**src/rtl/usbrx_pkg.sv**
```systemverilog
package usbrx_pkg;

   typedef enum logic [1:0] {
      LN_SE0 = 2'b00,
      LN_J   = 2'b01,
      LN_K   = 2'b10,
      LN_SE1 = 2'b11
   } line_t;

   typedef enum logic [1:0] {
      FR_IDLE  = 2'b00,
      FR_HUNT  = 2'b01,
      FR_DATA  = 2'b10,
      FR_ABORT = 2'b11
   } fr_state_t;

   localparam int unsigned BYTE_W = 8;

endpackage

```
**src/rtl/usbrx_line_decode.sv**
```systemverilog
module usbrx_line_decode
   import usbrx_pkg::*;
#(
   parameter int unsigned LOW_SPEED = 0,
   parameter int unsigned SE0_MIN   = 2
) (
   input  logic  clk,
   input  logic  rst_n,
   input  logic  dp,
   input  logic  dm,
   output line_t line,
   output logic  se0_det
);

   localparam int unsigned RW = $clog2(SE0_MIN + 1);

   logic [RW-1:0] se0_run;

   generate
      if (LOW_SPEED != 0) begin : g_low_pol
         always_comb begin
            unique case ({dp, dm})
               2'b00:   line = LN_SE0;
               2'b01:   line = LN_J;
               2'b10:   line = LN_K;
               default: line = LN_SE1;
            endcase
         end
      end else begin : g_full_pol
         always_comb begin
            unique case ({dp, dm})
               2'b00:   line = LN_SE0;
               2'b10:   line = LN_J;
               2'b01:   line = LN_K;
               default: line = LN_SE1;
            endcase
         end
      end
   endgenerate

   always_ff @(posedge clk or negedge rst_n) begin
      if (!rst_n) begin
         se0_run <= '0;
      end else if (line == LN_SE0) begin
         if (se0_run != RW'(SE0_MIN)) se0_run <= se0_run + 1'b1;
      end else begin
         se0_run <= '0;
      end
   end

   assign se0_det = (line == LN_SE0) && (se0_run == RW'(SE0_MIN - 1));

endmodule

```
**src/rtl/usbrx_bit_recover.sv**
```systemverilog
module usbrx_bit_recover
   import usbrx_pkg::*;
#(
   parameter int unsigned OVERSAMPLE = 4
) (
   input  logic  clk,
   input  logic  rst_n,
   input  line_t line,
   input  logic  se0_det,
   output logic  bit_stb,
   output logic  bit_val
);

   localparam int unsigned PW     = (OVERSAMPLE > 1) ? $clog2(OVERSAMPLE) : 1;
   localparam int unsigned CENTER = OVERSAMPLE / 2;

   logic          is_data;
   logic          lvl;
   logic          last_lvl;
   logic          ref_lvl;
   logic          edge_now;
   logic [PW-1:0] phase;
   logic [PW-1:0] ph_cur;
   logic [PW-1:0] ph_next;

   assign is_data  = (line == LN_J) || (line == LN_K);
   assign lvl      = (line == LN_K);
   assign edge_now = is_data && (lvl != last_lvl);
   assign ph_cur   = edge_now ? '0 : phase;
   assign ph_next  = (ph_cur == PW'(OVERSAMPLE - 1)) ? '0 : ph_cur + 1'b1;
   assign bit_stb  = is_data && (ph_cur == PW'(CENTER));
   assign bit_val  = (lvl == ref_lvl);

   always_ff @(posedge clk or negedge rst_n) begin
      if (!rst_n) begin
         phase    <= '0;
         last_lvl <= 1'b0;
         ref_lvl  <= 1'b0;
      end else begin
         phase <= ph_next;
         if (is_data) begin
            last_lvl <= lvl;
         end else if (se0_det) begin
            last_lvl <= 1'b0;
            ref_lvl  <= 1'b0;
         end
         if (bit_stb) ref_lvl <= lvl;
      end
   end

endmodule

```
**src/rtl/usbrx_unstuff.sv**
```systemverilog
module usbrx_unstuff #(
   parameter int unsigned STUFF_RUN = 6
) (
   input  logic clk,
   input  logic rst_n,
   input  logic active,
   input  logic bit_stb,
   input  logic bit_val,
   output logic out_stb,
   output logic out_val,
   output logic stuff_err
);

   localparam int unsigned CW = $clog2(STUFF_RUN + 2);

   logic [CW-1:0] ones;
   logic          at_limit;
   logic          drop;

   assign at_limit  = (ones == CW'(STUFF_RUN));
   assign drop      = active && bit_stb && !bit_val && at_limit;
   assign stuff_err = active && bit_stb && bit_val && at_limit;
   assign out_stb   = bit_stb && !drop;
   assign out_val   = bit_val;

   always_ff @(posedge clk or negedge rst_n) begin
      if (!rst_n) begin
         ones <= '0;
      end else if (bit_stb) begin
         if (!bit_val)                       ones <= '0;
         else if (ones != CW'(STUFF_RUN + 1)) ones <= ones + 1'b1;
      end
   end

endmodule

```
**src/rtl/usbrx_framer.sv**
```systemverilog
module usbrx_framer
   import usbrx_pkg::*;
#(
   parameter int unsigned SYNC_ZEROS = 7
) (
   input  logic              clk,
   input  logic              rst_n,
   input  line_t             line,
   input  logic              se0_det,
   input  logic              bit_stb,
   input  logic              bit_val,
   input  logic              stuff_err,
   output logic              active,
   output logic [BYTE_W-1:0] rx_byte,
   output logic              rx_valid,
   output logic              rx_sop,
   output logic              rx_eop,
   output logic              rx_err_stuff,
   output logic              rx_err_frame,
   output logic              rx_err_se1
);

   localparam int unsigned ZW = $clog2(SYNC_ZEROS + 1);
   localparam int unsigned BW = $clog2(BYTE_W);

   fr_state_t         state;
   logic [ZW-1:0]     zrun;
   logic [BYTE_W-1:0] shreg;
   logic [BW-1:0]     bcnt;
   logic [BYTE_W-1:0] shnext;

   assign active = (state == FR_DATA);
   assign shnext = {bit_val, shreg[BYTE_W-1:1]};

   always_ff @(posedge clk or negedge rst_n) begin
      if (!rst_n) begin
         state        <= FR_IDLE;
         zrun         <= '0;
         shreg        <= '0;
         bcnt         <= '0;
         rx_byte      <= '0;
         rx_valid     <= 1'b0;
         rx_sop       <= 1'b0;
         rx_eop       <= 1'b0;
         rx_err_stuff <= 1'b0;
         rx_err_frame <= 1'b0;
         rx_err_se1   <= 1'b0;
      end else begin
         rx_valid     <= 1'b0;
         rx_sop       <= 1'b0;
         rx_eop       <= 1'b0;
         rx_err_stuff <= 1'b0;
         rx_err_frame <= 1'b0;
         rx_err_se1   <= 1'b0;
         unique case (state)
            FR_IDLE: begin
               if (bit_stb && !bit_val) begin
                  state <= FR_HUNT;
                  zrun  <= ZW'(1);
               end
            end
            FR_HUNT: begin
               if (se0_det) begin
                  state <= FR_IDLE;
               end else if (line == LN_SE1) begin
                  state <= FR_ABORT;
               end else if (bit_stb) begin
                  if (!bit_val) begin
                     if (zrun != ZW'(SYNC_ZEROS)) zrun <= zrun + 1'b1;
                  end else if (zrun == ZW'(SYNC_ZEROS)) begin
                     state  <= FR_DATA;
                     rx_sop <= 1'b1;
                     bcnt   <= '0;
                  end else begin
                     state <= FR_ABORT;
                  end
               end
            end
            FR_DATA: begin
               if (se0_det) begin
                  state        <= FR_IDLE;
                  rx_eop       <= 1'b1;
                  rx_err_frame <= (bcnt != '0);
               end else if (line == LN_SE1) begin
                  state      <= FR_ABORT;
                  rx_err_se1 <= 1'b1;
               end else if (stuff_err) begin
                  state        <= FR_ABORT;
                  rx_err_stuff <= 1'b1;
               end else if (bit_stb) begin
                  shreg <= shnext;
                  bcnt  <= bcnt + 1'b1;
                  if (bcnt == BW'(BYTE_W - 1)) begin
                     rx_byte  <= shnext;
                     rx_valid <= 1'b1;
                  end
               end
            end
            default: begin
               if (se0_det) state <= FR_IDLE;
            end
         endcase
      end
   end

endmodule

```
**src/rtl/usb_pkt_rx.sv**
```systemverilog
module usb_pkt_rx
   import usbrx_pkg::*;
#(
   parameter int unsigned OVERSAMPLE = 4,
   parameter int unsigned SE0_MIN    = 2,
   parameter int unsigned STUFF_RUN  = 6,
   parameter int unsigned SYNC_ZEROS = 7,
   parameter int unsigned LOW_SPEED  = 0
) (
   input  logic       clk,
   input  logic       rst_n,
   input  logic       dp,
   input  logic       dm,
   output logic [7:0] rx_byte,
   output logic       rx_valid,
   output logic       rx_sop,
   output logic       rx_eop,
   output logic       rx_err_stuff,
   output logic       rx_err_frame,
   output logic       rx_err_se1
);

   generate
      if (OVERSAMPLE < 3) begin : g_bad_os
         $error("OVERSAMPLE must be at least 3");
      end
      if (SE0_MIN < 2 || SE0_MIN >= OVERSAMPLE * 2) begin : g_bad_se0
         $error("SE0_MIN must lie between 2 and two bit periods");
      end
      if (STUFF_RUN < 1) begin : g_bad_stuff
         $error("STUFF_RUN must be at least 1");
      end
      if (SYNC_ZEROS < 1) begin : g_bad_sync
         $error("SYNC_ZEROS must be at least 1");
      end
   endgenerate

   line_t line;
   logic  se0_det;
   logic  raw_stb;
   logic  raw_val;
   logic  dat_stb;
   logic  dat_val;
   logic  stuff_err;
   logic  active;

   usbrx_line_decode #(
      .LOW_SPEED (LOW_SPEED),
      .SE0_MIN   (SE0_MIN)
   ) line_i (
      .clk     (clk),
      .rst_n   (rst_n),
      .dp      (dp),
      .dm      (dm),
      .line    (line),
      .se0_det (se0_det)
   );

   usbrx_bit_recover #(
      .OVERSAMPLE (OVERSAMPLE)
   ) rec_i (
      .clk     (clk),
      .rst_n   (rst_n),
      .line    (line),
      .se0_det (se0_det),
      .bit_stb (raw_stb),
      .bit_val (raw_val)
   );

   usbrx_unstuff #(
      .STUFF_RUN (STUFF_RUN)
   ) uns_i (
      .clk       (clk),
      .rst_n     (rst_n),
      .active    (active),
      .bit_stb   (raw_stb),
      .bit_val   (raw_val),
      .out_stb   (dat_stb),
      .out_val   (dat_val),
      .stuff_err (stuff_err)
   );

   usbrx_framer #(
      .SYNC_ZEROS (SYNC_ZEROS)
   ) frm_i (
      .clk          (clk),
      .rst_n        (rst_n),
      .line         (line),
      .se0_det      (se0_det),
      .bit_stb      (dat_stb),
      .bit_val      (dat_val),
      .stuff_err    (stuff_err),
      .active       (active),
      .rx_byte      (rx_byte),
      .rx_valid     (rx_valid),
      .rx_sop       (rx_sop),
      .rx_eop       (rx_eop),
      .rx_err_stuff (rx_err_stuff),
      .rx_err_frame (rx_err_frame),
      .rx_err_se1   (rx_err_se1)
   );

endmodule

```
**config.mk**
```make
export PLATFORM = sky130hd
export DESIGN_NAME = usb_pkt_rx
export DESIGN_NICKNAME = d
export VERILOG_FILES = /design/src/rtl/usbrx_pkg.sv /design/src/rtl/usbrx_line_decode.sv /design/src/rtl/usbrx_bit_recover.sv /design/src/rtl/usbrx_unstuff.sv /design/src/rtl/usbrx_framer.sv /design/src/rtl/usb_pkt_rx.sv
export SDC_FILE = /design/constraint.sdc
export NUM_CORES = 1
export LEC_CHECK = 0
export BUFFER_PORTS_ARGS = -buffer_cell sky130_fd_sc_hd__buf_2
export CAP_MARGIN = 20
export CORE_ASPECT_RATIO = 0.8
export CORE_UTILIZATION = 53
export DETAILED_ROUTE_END_ITERATION = 12
export PLACE_DENSITY_LB_ADDON = 0.05
export SKIP_CTS_REPAIR_TIMING = 1
export SLEW_MARGIN = 10
export SYNTH_ARGS = -nofsm -noshare
export SYNTH_HDL_FRONTEND = slang
export SYNTH_SLANG_ARGS = --single-unit
```
**constraint.sdc**
```tcl
create_clock -name clk -period 2.3 [get_ports clk]
set_clock_uncertainty 0.05 [all_clocks]
set_input_delay 0.23 -clock clk [delete_from_list [all_inputs] [get_ports clk]]
set_output_delay 0.23 -clock clk [all_outputs]
set_load 0.02 [all_outputs]
```
Word-level counts from Yosys, hierarchy flattened
Index checks and enable logic that the tools add are counted.

word-level totals
  input port bits = 4
  word-level logic and storage cells = 151
  register bits = 39
  output and inout bits = 14

cells by class
  bitwise operators = 3
  eq/ne operators = 36
  reduce and logical (&&, ||, !) cells = 29
  $add $sub $neg = 5
  multiplexer cells = 62

operator list
  kind                 number
  $mux 3               17
  $mux 1               28
  $mux 2               13
  $ne 2x1->1 const B   8
  $ne 2x2->1 const B   8
  $eq 2x2->1 const B   6
  $ne 4x1->1 const B   3
  $pmux 2 s3           2
  $pmux 3 s2           2
  $logic_and 1x1->1    10
  $reduce_and 10->1    1
  $reduce_and 5->1     2
  $add 3x1->3 const B  3
  $eq 3x3->1 const B   3
  $eq 2x1->1 const B   4
  $reduce_bool 2->1    4
  $reduce_and 7->1     1
  $logic_not 2->1      3
  $ne 3x3->1 const B   2
  $reduce_and 6->1     1
  $add 2x1->2 const B  2
  $reduce_and 2->1     2
  $reduce_bool 4->1    1
  $not 1->1            3
  5 further kinds      6

Logic depth before layout (Yosys ltp)
  depth after elaboration = 18
  mapped depth = 11
  depth with buffers taken out = 11

Hierarchy
A second synthesis with hierarchy kept.

second synthesis, totals
  cells, all modules = 149
  area total of the unflattened synthesis = 1880.6 sq um

by module, submodules not included
  module             cells an instance  area an instance (sq um)  times used  sequential area each (sq um)
  usbrx_framer       96                 1310.0                    1           725.7
  usbrx_bit_recover  18                 221.5                     1           100.1
  usbrx_unstuff      22                 221.5                     1           75.1
  usbrx_line_decode  13                 127.6                     1           50.0

Least setup slack after synthesis
OpenSTA, ideal clock, no wires.

  path kind = input to register
  from = in dp
  to = reg frm_i.rx_byte[0]
  path buffers = 0
  library setup time = 125 ps
  slack = 77 ps
  arrival = 2049 ps
  data required time = 2125 ps
  stages = 11
  cells stage by stage = inv_1 -> ha_1 -> xor2_1 -> nand2_1 -> and2_1 -> ha_1 -> nand2_1 -> nor2_1 -> nand3_2 -> inv_2 -> mux2_2

on the way
  cells in the longest elaborated chain, start to end = 14
  elaborated cells on any way between the ends = 28
  classes of those cells = eq/ne (8); mux (2); bitwise (3); reduce/logical (15)

ends and longest elaborated chain
  what                                            RTL line                                          RTL
  from (decl)                                     usb_pkt_rx.sv:12                                  input logic dp,
  $eq 2x1->1 (tied with other cells)              usbrx_line_decode.sv:31                           unique case ({dp, dm})
  $pmux 2 s3 (*)                                  usbrx_line_decode.sv:31
  $eq 2x2->1 or $eq 2x1->1 (tied branches)        usbrx_bit_recover.sv:26, usbrx_bit_recover.sv:27
  $ne 1x1->1 or $logic_or 1x1->1 (tied branches)  usbrx_bit_recover.sv:28, usbrx_bit_recover.sv:26
  $logic_and 1x1->1                               usbrx_bit_recover.sv:28                           assign edge_now = is_data && (lvl != last_lvl);
  $mux 2                                          usbrx_bit_recover.sv:29                           assign ph_cur = edge_now ? '0 : phase;
  $eq 2x2->1                                      usbrx_bit_recover.sv:31                           assign bit_stb = is_data && (ph_cur == PW'(CENTER));
  $logic_and 1x1->1                               usbrx_bit_recover.sv:31
  $logic_and 1x1->1                               usbrx_unstuff.sv:21, usbrx_unstuff.sv:22
  $logic_and 1x1->1 (2 in a row)                  usbrx_unstuff.sv:21                               assign drop = active && bit_stb && !bit_val && at_limit;
  $logic_not 1->1                                 usbrx_unstuff.sv:23                               assign out_stb = bit_stb && !drop;
  $logic_and 1x1->1                               usbrx_unstuff.sv:23
  $reduce_and 6->1 (no line) (*)                  -
  to (signal assigned)                            usbrx_framer.sv:94                                rx_byte <= shnext;
  to (decl)                                       usbrx_framer.sv:14                                output logic [BYTE_W-1:0] rx_byte,

Every way passes the cells marked *; elsewhere a longest branch is shown, timed or not.
A chain may end at the register's enable or synchronous reset.

Final worst setup path
  from = reg line_i.se0_run[0]
  to = reg frm_i.shreg[7]

on the way
  cells in the longest elaborated chain, start to end = 4

ends and longest elaborated chain
  what                        RTL line                 RTL
  from (decl)                 usbrx_line_decode.sv:17  logic [RW-1:0] se0_run;
  from (signal assigned)      usbrx_line_decode.sv:45  if (se0_run != RW'(SE0_MIN)) se0_run <= se0_run + 1'b1;
  $eq 2x1->1                  usbrx_line_decode.sv:51  assign se0_det = (line == LN_SE0) && (se0_run == RW'(SE0_MIN - 1));
  $logic_and 1x1->1           usbrx_line_decode.sv:51
  $not 1->1 (no line)         -
  $reduce_and 5->1 (no line)  -
  to (signal assigned)        usbrx_framer.sv:91       shreg <= shnext;
  to (decl)                   usbrx_framer.sv:28       logic [BYTE_W-1:0] shreg;

No other way between the ends.

==> qor.tcl <==
set qor(outcome) {complete, but fails checks}
set qor(failed_checks) {hold timing}
set qor(worst-r2r-cell-count) 5
set qor(worstReg2RegStart) {line_i.se0_run[0]}
set qor(power.net_switching_mw) 0.553
set qor(syn_area_mm2) 0.00183
set qor(antenna_cells) 0
set qor(remaining_drc_errors) 0
set qor(place_hpwl_mm) 2.34
set qor(final_antenna_net_count) 0
set qor(overflow) 0
set qor(setup_total_negative_slack_ps) 0
set qor(crit_chain) {ha_1 -> and2_1 -> or3_4 -> nor3_4 -> mux2_1}
set qor(drv.max_cap_violation_count) 0
set qor(routed_len_inst_um) 14.3
set qor(synth_warnings) 0
set qor(die_h_um) 54.5
set qor(ys_types) 38
set qor(min_period_ps) 2120
set qor(grt_util_met3_pct) 5.63
set qor(globalRoute.busiestLayer) {met2}
set qor(comb_power_share_pct) 27.3
set qor(critPathCaptureType) {register}
set qor(critPathBufInv) 0
set qor(period_share_pct) 92.1
set qor(arrival_ps) 2230
set qor(clock.fmax_mhz) 472
set qor(path_delay_family) {simple AND/OR/NAND/NOR gates}
set qor(internal-power_mw) 1.22
set qor(cts.htree.levels) 2
set qor(first_global_vias) 1128
set qor(floorplan.io_pins) 18
set qor(slowest_stage) {sky130_fd_sc_hd__or3_4}
set qor(portion_of_the_post_synthesis_area_used_by_sequential_elements_pct) 52.1
set qor(type_of_the_worst_min_delay_path) {in -> async}
set qor(detail_route.wirelength_mm) 3.13
set qor(io_buffers) 17
set qor(most-common-layout-cells) {sky130_fd_sc_hd__dfrtp_1, sky130_fd_sc_hd__mux2_2, sky130_fd_sc_hd__buf_2, sky130_fd_sc_hd__ha_1, sky130_fd_sc_hd__inv_1}
set qor(pin_count_of_the_biggest_net_entering_global_routing) 39
set qor(groute.layer.met2.usage_pct) 31.7
set qor(clockPowerShare_pct) 23.2
set qor(std_cell_rows) 18
set qor(die_area_mm2) 0.00368
set qor(globalRouteMet1Util_pct) 27.7
set qor(regToRegSetupSlack_ps) 180
set qor(slew_at_the_pin_closest_to_its_max_slew_limit_ps) 800
set qor(avgViaCountPerCell) 5.42
set qor(fillerInstances) 244
set qor(synthesis.instances) 147
set qor(hold-worst-slack_ps) -23.4
set qor(grt_antenna_before_repair) 0
set qor(finalNetCount) 197
set qor(startpoint) {line_i.se0_run[0]}
set qor(initial_core_util_pct) 57.5
set qor(dieWidth_um) 67.6
set qor(vias) 1188
set qor(slew-limit-headroom_pct) 46.6
set qor(tritoncts_num_sinks) 38
set qor(critical-path-max-stage-delay_ps) 420
set qor(synth_edf_count) 0
set qor(path_class) {reg -> reg}
set qor(worst_ep_required_ps) 2420
set qor(drt_pre_antenna_iters) 4
set qor(rsz0062_at_grt) {no}
set qor(mean_instance_size_in_the_synthesized_netlist_um2) 12.4
set qor(power_density_mw_per_mm2) 845
set qor(setup.worst_path.start_class) {register}
set qor(clock_insertion_delay_worst_skew_ps) 280
set qor(synth_top_flop_cell) {sky130_fd_sc_hd__dfrtp_1}
set qor(placer_s_final_routability_congestion_estimate) 0.846
set qor(core_region_area_mm2) 0.00318
set qor(grt_first_pass_wirelength_mm) 5.25
set qor(async_flop_share_pct) 100
set qor(cellLeakagePower_nw) 1.09
set qor(crit_fanout) 6
set qor(totalPowerFinal_mw) 1.77
set qor(worst_r2r_endpoint) {frm_i.shreg[7]}
set qor(track_usage_pct) 20.7
set qor(first_iter_violations) 45
set qor(synth_seq_cells) 38
set qor(cts_tree) {yes}
set qor(cts-root-buf) {sky130_fd_sc_hd__clkbuf_8}
set qor(finalHoldViolations) 38
set qor(power.share.sequential_pct) 49.4
set qor(layout_commonest_cell) {sky130_fd_sc_hd__dfrtp_1}
set qor(area_growth_syn_to_layout_pct) 15.0
set qor(power_switching_share_pct) 31.2
set qor(mappedNetlistNets) 165
set qor(cts-buffers-inserted) 5
set qor(layout-drive-gt1-share_pct) 33.0
set qor(vdd_drop_max_mv) 0.609
set qor(final-setup-viol-count) 0
set qor(clock_tree.buffer_depth) 2
set qor(cts.clk_slew.worst_paths_ps) 70
set qor(slew_violations) 0
## sequential cells by signal (all words and copies together), names as in the netlist
register / flops
frm_i.bcnt: 3
frm_i.rx_byte: 8
frm_i.rx_eop: 1
frm_i.rx_err_frame: 1
frm_i.rx_err_se1: 1
frm_i.rx_err_stuff: 1
frm_i.rx_sop: 1
frm_i.rx_valid: 1
frm_i.shreg: 7
frm_i.state: 2
frm_i.zrun: 3
line_i.se0_run: 2
rec_i.last_lvl: 1
rec_i.phase: 2
rec_i.ref_lvl: 1
uns_i.ones: 3
## per-stage QoR
| stage | hold slack [ps] | worst slack, ps | area, µm² | instances | util [%] |
|---|---|---|---|---|---|
| 2_1_floorplan | -116 | 76.5 | 1830 | 147 | - |
| 3_3_place_gp | 310 | 72.5 | 2020 | 212 | 63.6 |
| 4_1_cts | 12.2 | 173 | 2100 | 219 | 66.1 |
| 5_1_grt | 61.7 | 73.1 | 2100 | 219 | 66.1 |
| 6_report | -23.4 | 182 | 2100 | 219 | 66.1 |
| 3_5_place_dp | 319 | 42.4 | 2020 | 212 | 63.6 |
## worst max-delay path by stage
stage	cells past startpoint	to	slack (ps)
2_1_floorplan	11	frm_i.rx_byte[0]	80
3_3_place_gp	11	frm_i.shreg[4]	70
3_5_place_dp	11	frm_i.shreg[4]	40
4_1_cts	5	frm_i.shreg[4]	170
5_1_grt	5	frm_i.shreg[4]	70
6_report	5	frm_i.shreg[7]	180
## power by group through the flow
stage	Clock [mW]	Sequential, mW	Combinational (mW)
final	0.412	0.877	0.485
after global routing	0.453	0.894	0.549
after CTS	0.430	0.875	0.488
after detailed placement	0	0.888	0.483
after global placement	0	0.879	0.459
after floorplan	0	0.857	0.354
## cell families after synthesis
family	count (synthesis)	share of synthesized area (%)
AOI/OAI and AO/OA	16	6.72
xor gates and xnor gates	3	1.85
adders and majority gates	14	9.60
buffers and inverters	14	3.08
DFF	38	52.1
muxes	21	12.8
and+or+nand+nor	41	13.8
## cells in the mapped netlist, types with 2 or more instances
cell type | n | share of area, %
sky130_fd_sc_hd__mux2_2 | 18 | 11
sky130_fd_sc_hd__nand2_1 | 11 | 2.3
sky130_fd_sc_hd__o21ai_0 | 2 | 0.55
sky130_fd_sc_hd__nor3_1 | 5 | 1.4
sky130_fd_sc_hd__nor2b_1 | 2 | 0.69
sky130_fd_sc_hd__nand3_2 | 2 | 1.1
sky130_fd_sc_hd__nor2_1 | 8 | 1.6
sky130_fd_sc_hd__a22o_1 | 3 | 1.4
sky130_fd_sc_hd__dfrtp_1 | 38 | 52
sky130_fd_sc_hd__mux2i_1 | 2 | 1.1
sky130_fd_sc_hd__and2_1 | 4 | 1.4
sky130_fd_sc_hd__ha_1 | 14 | 9.6
sky130_fd_sc_hd__inv_1 | 12 | 2.5
sky130_fd_sc_hd__a21oi_1 | 2 | 0.55
## layer usage
layer / vias to the layer above / wire [µm]
li1: 575 / -
met1: 577 / 1520
met2: 28 / 1430
met3: 8 / 128
met4: 0 / 53
met5: - / 0
## layout make-up
cell class	instances	area [µm²]	area share, %
flip-flops and latches	38	951	45.3
clock buffers	5	68.8	3.28
repair buffers	26	153	7.27
inverters	13	48.8	2.32
clock inverters	2	10.0	0.477
multi-input cells	95	818	39.0
well taps	40	50.0	2.38
No activity file was read; power rests on OpenSTA's default activity.
